File: src/rtl/st_pkg.sv
package st_pkg;
  typedef enum logic [2:0] {
    A_CFG   = 3'd0,
    A_CTL   = 3'd1,
    A_LOAD  = 3'd2,
    A_LOADB = 3'd3,
    A_MATCH = 3'd4,
    A_PRE   = 3'd5,
    A_FLAG  = 3'd6,
    A_CNT   = 3'd7
  } reg_addr_e;

  typedef struct packed {
    logic stall_b;
    logic stall_a;
    logic per_b;
    logic per_a;
    logic rtc;
    logic fused;
  } cfg_t;
endpackage

File: src/rtl/st_prescale.sv
module st_prescale #(
  parameter int PRE_W = 8
) (
  input  logic             clk,
  input  logic             rst,
  input  logic             active,
  input  logic             hold,
  input  logic [PRE_W-1:0] preset,
  output logic             wrap
);
  logic [PRE_W-1:0] cnt;

  assign wrap = active && !hold && (cnt == '0);

  always_ff @(posedge clk) begin
    if (rst)          cnt <= '0;
    else if (!active) cnt <= preset;
    else if (!hold)   cnt <= (cnt == '0) ? preset : cnt - 1'b1;
  end


  pre_spacing_chk: assert property (@(posedge clk) disable iff (rst)
    (wrap && preset != '0) |=> !wrap);
endmodule

File: src/rtl/st_edge_sync.sv
module st_edge_sync (
  input  logic clk,
  input  logic rst,
  input  logic async_in,
  output logic rise
);
  logic s1, s2, s3;

  always_ff @(posedge clk) begin
    if (rst) begin
      s1 <= 1'b0; s2 <= 1'b0; s3 <= 1'b0;
    end else begin
      s1 <= async_in; s2 <= s1; s3 <= s2;
    end
  end

  assign rise = s2 && !s3;


  rise_single_chk: assert property (@(posedge clk) disable iff (rst)
    rise |=> !rise);
endmodule

File: src/rtl/st_core.sv
module st_core
  import st_pkg::*;
#(
  parameter int HALF_W = 16
) (
  input  logic              clk,
  input  logic              rst,
  input  cfg_t              cfg,
  input  logic              en_a,
  input  logic              en_b,
  input  logic              halt,
  input  logic              pre_wrap_a,
  input  logic              pre_wrap_b,
  input  logic              rtc_rise,
  input  logic              ld_a,
  input  logic              ld_b,
  input  logic [HALF_W-1:0] ld_val_a,
  input  logic [HALF_W-1:0] ld_val_b,
  input  logic [HALF_W-1:0] rel_a,
  input  logic [HALF_W-1:0] rel_b,
  input  logic [2*HALF_W-1:0] match,
  output logic [HALF_W-1:0] cnt_a,
  output logic [HALF_W-1:0] cnt_b,
  output logic              ev_to_a,
  output logic              ev_to_b,
  output logic              ev_match,
  output logic              done_a,
  output logic              done_b
);
  localparam int FULL_W = 2 * HALF_W;

  logic              go_a, go_b, tick_a, tick_b, tick32;
  logic [FULL_W-1:0] cnt32, rel32, inc32, nxt32;
  logic [HALF_W-1:0] nxt_a, nxt_b;

  function automatic logic [HALF_W-1:0] step_down(
    input logic [HALF_W-1:0] cur, input logic [HALF_W-1:0] rel, input logic per);
    if (cur == '0) return per ? rel : cur;
    return cur - 1'b1;
  endfunction

  assign go_a   = en_a && !(cfg.stall_a && halt);
  assign go_b   = en_b && !(cfg.stall_b && halt);
  assign tick_a = go_a && pre_wrap_a;
  assign tick_b = go_b && pre_wrap_b;
  assign tick32 = go_a && (cfg.rtc ? rtc_rise : 1'b1);

  assign cnt32 = {cnt_b, cnt_a};
  assign rel32 = {rel_b, rel_a};
  assign inc32 = cnt32 + 1'b1;
  assign nxt_a = step_down(cnt_a, rel_a, cfg.per_a);
  assign nxt_b = step_down(cnt_b, rel_b, cfg.per_b);

  always_comb begin
    if (cfg.rtc)             nxt32 = inc32;
    else if (cnt32 == '0)    nxt32 = cfg.per_a ? rel32 : cnt32;
    else                     nxt32 = cnt32 - 1'b1;
  end

  always_comb begin
    if (cfg.fused) begin
      ev_to_a  = tick32 && !cfg.rtc && (cnt32 == '0);
      ev_to_b  = 1'b0;
      ev_match = tick32 && cfg.rtc && (inc32 == match);
      done_a   = ev_to_a && !cfg.per_a;
      done_b   = 1'b0;
    end else begin
      ev_to_a  = tick_a && (cnt_a == '0);
      ev_to_b  = tick_b && (cnt_b == '0);
      ev_match = 1'b0;
      done_a   = ev_to_a && !cfg.per_a;
      done_b   = ev_to_b && !cfg.per_b;
    end
  end

  always_ff @(posedge clk) begin
    if (rst) begin
      cnt_a <= '0;
      cnt_b <= '0;
    end else if (cfg.fused) begin
      if (ld_a) begin
        cnt_a <= ld_val_a;
        cnt_b <= ld_val_b;
      end else if (tick32) begin
        {cnt_b, cnt_a} <= nxt32;
      end
    end else begin
      if (ld_a)        cnt_a <= ld_val_a;
      else if (tick_a) cnt_a <= nxt_a;
      if (ld_b)        cnt_b <= ld_val_b;
      else if (tick_b) cnt_b <= nxt_b;
    end
  end


  stall_hold_chk: assert property (@(posedge clk) disable iff (rst)
    (!cfg.fused && en_a && cfg.stall_a && halt && !ld_a) |=> $stable(cnt_a));
endmodule

File: src/rtl/split_timer.sv
module split_timer
  import st_pkg::*;
#(
  parameter int HALF_W = 16,
  parameter int PRE_W  = 8
) (
  input  logic                  clk,
  input  logic                  rst,
  input  logic                  wr_en,
  input  logic [2:0]            addr,
  input  logic [2*HALF_W-1:0]   wdata,
  output logic [2*HALF_W-1:0]   rdata,
  input  logic                  halt,
  input  logic                  rtc_clk,
  output logic                  irq_to_a,
  output logic                  irq_to_b,
  output logic                  irq_match
);
  localparam int DATA_W = 2 * HALF_W;
  localparam int CFG_W  = $bits(cfg_t);

  cfg_t              cfg;
  logic              en_a, en_b;
  logic [HALF_W-1:0] rel_a, rel_b, cnt_a, cnt_b, ld_val_b;
  logic [DATA_W-1:0] match_r, rd_mux;
  logic [PRE_W-1:0]  pre_v  [2];
  logic              en_v   [2];
  logic              stl_v  [2];
  logic              wrap_v [2];
  logic              rtc_rise, ev_to_a, ev_to_b, ev_match, done_a, done_b;
  logic              cfg_wr, ctl_wr, load_wr, loadb_wr, flag_wr, ld_a, ld_b;

  reg_addr_e a_sel;
  assign a_sel    = reg_addr_e'(addr);
  assign cfg_wr   = wr_en && a_sel == A_CFG;
  assign ctl_wr   = wr_en && a_sel == A_CTL;
  assign load_wr  = wr_en && a_sel == A_LOAD;
  assign loadb_wr = wr_en && a_sel == A_LOADB;
  assign flag_wr  = wr_en && a_sel == A_FLAG;
  assign ld_a     = load_wr && !en_a;
  assign ld_b     = loadb_wr && !en_b && !cfg.fused;
  assign ld_val_b = cfg.fused ? wdata[DATA_W-1:HALF_W] : wdata[HALF_W-1:0];

  assign en_v[0]  = en_a;
  assign en_v[1]  = en_b;
  assign stl_v[0] = cfg.stall_a;
  assign stl_v[1] = cfg.stall_b;

  always_ff @(posedge clk) begin
    if (rst) begin
      cfg     <= '0;
      en_a    <= 1'b0;
      en_b    <= 1'b0;
      rel_a   <= '0;
      rel_b   <= '0;
      match_r <= '0;
      pre_v[0] <= '0;
      pre_v[1] <= '0;
    end else begin
      if (cfg_wr && !en_a && !en_b) cfg <= cfg_t'(wdata[CFG_W-1:0]);
      if (ctl_wr)      en_a <= wdata[0];
      else if (done_a) en_a <= 1'b0;
      if (ctl_wr)      en_b <= wdata[1];
      else if (done_b) en_b <= 1'b0;
      if (load_wr) begin
        rel_a <= wdata[HALF_W-1:0];
        if (cfg.fused) rel_b <= wdata[DATA_W-1:HALF_W];
      end
      if (loadb_wr) rel_b <= wdata[HALF_W-1:0];
      if (wr_en && a_sel == A_MATCH) match_r <= wdata;
      if (wr_en && a_sel == A_PRE) begin
        pre_v[0] <= wdata[PRE_W-1:0];
        pre_v[1] <= wdata[2*PRE_W-1:PRE_W];
      end
    end
  end

  always_ff @(posedge clk) begin
    if (rst) begin
      irq_to_a  <= 1'b0;
      irq_to_b  <= 1'b0;
      irq_match <= 1'b0;
    end else begin
      irq_to_a  <= (irq_to_a  && !(flag_wr && wdata[0])) || ev_to_a;
      irq_to_b  <= (irq_to_b  && !(flag_wr && wdata[1])) || ev_to_b;
      irq_match <= (irq_match && !(flag_wr && wdata[2])) || ev_match;
    end
  end

  genvar g;
  generate
    for (g = 0; g < 2; g++) begin : g_pre
      st_prescale #(.PRE_W(PRE_W)) u_pre (
        .clk    (clk),
        .rst    (rst),
        .active (en_v[g] && !cfg.fused),
        .hold   (stl_v[g] && halt),
        .preset (pre_v[g]),
        .wrap   (wrap_v[g])
      );
    end
  endgenerate

  st_edge_sync u_sync (
    .clk      (clk),
    .rst      (rst),
    .async_in (rtc_clk),
    .rise     (rtc_rise)
  );

  st_core #(.HALF_W(HALF_W)) u_core (
    .clk        (clk),
    .rst        (rst),
    .cfg        (cfg),
    .en_a       (en_a),
    .en_b       (en_b),
    .halt       (halt),
    .pre_wrap_a (wrap_v[0]),
    .pre_wrap_b (wrap_v[1]),
    .rtc_rise   (rtc_rise),
    .ld_a       (ld_a),
    .ld_b       (ld_b),
    .ld_val_a   (wdata[HALF_W-1:0]),
    .ld_val_b   (ld_val_b),
    .rel_a      (rel_a),
    .rel_b      (rel_b),
    .match      (match_r),
    .cnt_a      (cnt_a),
    .cnt_b      (cnt_b),
    .ev_to_a    (ev_to_a),
    .ev_to_b    (ev_to_b),
    .ev_match   (ev_match),
    .done_a     (done_a),
    .done_b     (done_b)
  );

  always_comb begin
    rd_mux = '0;
    case (a_sel)
      A_CFG:   rd_mux = {{(DATA_W-CFG_W){1'b0}}, cfg};
      A_CTL:   rd_mux = {{(DATA_W-2){1'b0}}, en_b, en_a};
      A_LOAD:  rd_mux = {rel_b, rel_a};
      A_LOADB: rd_mux = {{HALF_W{1'b0}}, rel_b};
      A_MATCH: rd_mux = match_r;
      A_PRE:   rd_mux = {{(DATA_W-2*PRE_W){1'b0}}, pre_v[1], pre_v[0]};
      A_FLAG:  rd_mux = {{(DATA_W-3){1'b0}}, irq_match, irq_to_b, irq_to_a};
      A_CNT:   rd_mux = {cnt_b, cnt_a};
      default: rd_mux = '0;
    endcase
  end

  always_ff @(posedge clk) begin
    if (rst) rdata <= '0;
    else     rdata <= rd_mux;
  end


  cfg_locked_chk: assert property (@(posedge clk) disable iff (rst)
    (en_a || en_b) |=> $stable(cfg));


  flag_sticky_chk: assert property (@(posedge clk) disable iff (rst)
    (irq_to_a && !(flag_wr && wdata[0])) |=> irq_to_a);


  oneshot_stop_chk: assert property (@(posedge clk) disable iff (rst)
    (done_a && !ctl_wr) |=> !en_a);
endmodule

File: config.mk
export PLATFORM = sky130hd
export DESIGN_NAME = split_timer
export DESIGN_NICKNAME = d
export VERILOG_FILES = /design/src/rtl/st_pkg.sv /design/src/rtl/st_prescale.sv /design/src/rtl/st_edge_sync.sv /design/src/rtl/st_core.sv /design/src/rtl/split_timer.sv
export SDC_FILE = /design/constraint.sdc
export NUM_CORES = 1
export LEC_CHECK = 0
export CORE_MARGIN = 8
export CORE_UTILIZATION = 55
export CTS_CLUSTER_DIAMETER = 80
export CTS_CLUSTER_SIZE = 30
export DETAILED_ROUTE_END_ITERATION = 10
export PLACE_DENSITY = 0.75
export SLEW_MARGIN = 10
export SYNTH_ARGS = -nofsm -noshare
export SYNTH_HDL_FRONTEND = slang
export SYNTH_SLANG_ARGS = --single-unit
export TNS_END_PERCENT = 100
File: constraint.sdc
create_clock -name clk -period 4 [get_ports clk]
set_input_delay 0.8 -clock clk [delete_from_list [all_inputs] [get_ports clk]]
set_output_delay 0.8 -clock clk [all_outputs]
set_load 0.005 [all_outputs]
==> impl_results.md <==
- # Post-CTS Setup Buffers: 0
- CTS resizes: 0
- Yosys warning count: 0
- Status: finished clean
- Dpl cells: 1821
- Die X: 161 um
- Met1 wire length: 18.8 mm
- DP HPWL: 35.5 mm
- Sequential cell area: 3640 um2
- # diodes: 0
- CTS tree: done
- Reg-to-Reg Start: u_core.cnt_b[6]
- Area Overhead vs Synth: 14.7%
- Worst-path maximum fanout: 8
- Synthesized flop and latch total: 174
- Arr. time, crit path: 3.79 ns
- Global-route wire length before repair: 72.2 mm
- Row count: 53
- Post-synth EDFFs: 16
- Final Max Slew Viols: 0
- Nets: 1615
- Critical path's slowest cell: or4_1
- Synth async-reset ratio: 0%
- Final Skew: 0.0128 ns
- Worst skew pair latency: 0.45 ns
- Maximum clock path buffer count: 2
- Syn_nets: 1585
- Port bufs: 74
- Post-route ant nets: 0
- DR WL/cell: 26.5 um
- Crit-path max cell delay: 0.60 ns
- GPL Wtd Cong: 1.03
- Post-CTS Hold Buffers: 0
- Met2 WL post-DR: 19.9 mm
- WHS Endpoint: u_sync.s2
- Fraction of layout cells with a size suffix above 1: 9.76%
- Slew headroom: 23.8%
- Die height: 161 um
- Die Area: 26100 um2
- Drt drc: 0
- Final count of hold timing violations: 0
- CTS Sinks: 174
- Seq/Total Area, Yosys: 31.3%
- RSZ-0062 raised after global routing: false
- Initial core utilization: 55.7%
- TNS Setup: 0 ns
- Initial antenna violation count: 1
- Multi-input logic area: 7330 um2
- Power Density: 393 nW/um2
- Filler cells: 1891
- Leakage: 4.92 nW
- CP Data Required Time: 4.34 ns
- Most common cell after layout, fill and taps aside: nand2_1
- # setup viols final: 0
- Met3 wire length: 7.81 mm
- Kind of start point of the critical path: flip-flop
- Most frequent cells in the layout: nand2_1, nor2_1, a21oi_1, dfxtp_1
- Final Non-Filler Cells: 1853
- R2R Path End: u_core.cnt_b[7]
- Mapped Cells: 1535
- Yosys cell types: 90
- DR pass1 iterations: 7
- Fin crit period: 3.45 ns
- I/O Pins: 75
- Via density: 6.77
- Worst Hold Class: reg2reg
- Synth Cell Area: 11600 um2
- Crit Path Class: reg2reg
- Num CTS Buffers: 17
- Core Region: 20900 um2
- Worst-path cell chain: buf_4 -> or4_1 -> nor2_1 -> nand3_1 -> o21ai_1 -> a22o_1 -> a2111oi_0 -> o21bai_1 -> a311oi_1
- Initial DRC Count: 2168
- Total Power: 5.24 mW
- Fin crit share: 86.2%
- Worst R2R Setup Slack: 0.55 ns
- VDD IR max: 0.264 mV
- Number of global-route vias before repair: 11300
- Top sig layer: met5
- Drt total wl: 49.0 mm
- Hold_sp: u_sync.s1
- Top_reg_cell synth: dfxtp_1
- Global route total overflow: 0
- GRT Resource Usage Total: 36.5%
- Mean Syn Cell Area: 7.58 um2
- Hold depth: 1
- Max Cap Violations: 0
- Crit end category: flip-flop
- Largest net degree at the start of global routing: 91
- FF-to-FF path depth: 9
- Via count: 12500
- Worst slew pin tran: 1.13 ns
- Max H-tree Level: 4
- Fmax: 290 MHz
- Reg clk slew, reported paths: 0.08 ns
- CTS Root Cell: clkbuf_16
[cell usage after synthesis (all sizes together) (25+ instances only)]
master	n	area, um2
a211oi	39	293
a21oi	157	786
a22oi	25	193
buf	36	189
clkbuf	99	372
dfxtp	158	3160
inv	28	105
mux2i	39	390
nand2	210	788
nand3	39	213
nor2	169	647
nor3	45	240
nor4	28	215
o21ai	67	339
xnor2	52	455
xor2	32	280
[stage by stage]
stage | instance area [um2] | worst slack [ns] | util [%] | hold WS (ns)
after floorplan | 11600 | 0.903 | - | 0.414
after global placement | 12700 | 0.613 | 60.8 | 0.440
after detailed placement | 12700 | 0.551 | 60.8 | 0.441
after CTS | 13300 | 0.677 | 63.9 | 0.463
after global routing | 13300 | 0.430 | 63.9 | 0.471
final | 13300 | 0.553 | 63.9 | 0.457
[cells by family (layout without fill, tap and decap cells)]
logic type / count (synthesis) / in the layout / synth area share, %
simple gates: 619 / 619 / 26.1
compound gates: 430 / 430 / 24.2
flops: 174 / 174 / 31.3
buf+inv: 164 / 207 / 5.75
xor+xnor: 86 / 86 / 6.72
mux: 52 / 52 / 4.81
fa+ha+maj: 10 / 10 / 1.08
[area by class of cell]
type	count	share of cell area (%)
sequential	174	27.3
clock inverter	15	1.57
clock buffer	17	3.19
inverter	29	0.816
multi-input combinational	1197	55.0
timing repair buffer	146	9.58
tap	275	2.58
[routing by layer]
| layer | vias up | track usage (%) |
|---|---|---|
| met4 | 2 | 16.2 |
| met2 | 1029 | 51.6 |
| met5 | - | 0 |
| met1 | 5752 | 49.8 |
| met3 | 160 | 11.7 |
| li1 | 5599 | - |
[critical path, delay by kind of cell, from the launching register on]
| family | cells | cell delay (ns) |
|---|---|---|
| flip-flops | 1 | 0.38 |
| AO/OA/AOI/OAI | 5 | 1.38 |
| AND/OR/NAND/NOR | 3 | 1.37 |
| buffers and inverters | 1 | 0.21 |
[how the worst max path moves through the flow]
stage	startpoint	end	slack (ns)	depth (start not counted)
after CTS	u_core.cnt_b[13]	u_core.cnt_b[7]	0.68	8
after global routing	u_core.cnt_b[1]	u_core.cnt_b[7]	0.43	10
final	u_core.cnt_b[6]	u_core.cnt_b[7]	0.55	9
after detailed placement	addr[2]	pre_v[0][11]	0.55	5
after global placement	addr[2]	pre_v[0][12]	0.61	5
after floorplan	addr[0]	pre_v[0][0]	0.90	4
[state kept, by name (all words and copies together), names as in the netlist, 6 cells and up]
signal           cells
match_r             32
rdata               32
g_pre.u_pre.cnt     16
pre_v               16
rel_a               16
rel_b               16
u_core.cnt_a        16
u_core.cnt_b        16
cfg                  6
[power by group]
group          total [mW]  switching, mW  leakage (nW)  internal, mW
Combinational        1.53          0.940          3.18         0.586
Sequential           1.92          0.103          1.44          1.82
Clock                1.79          0.923         0.303         0.869
Total                5.24           1.97          4.92          3.28
Power figures use the tool's default switching activity.
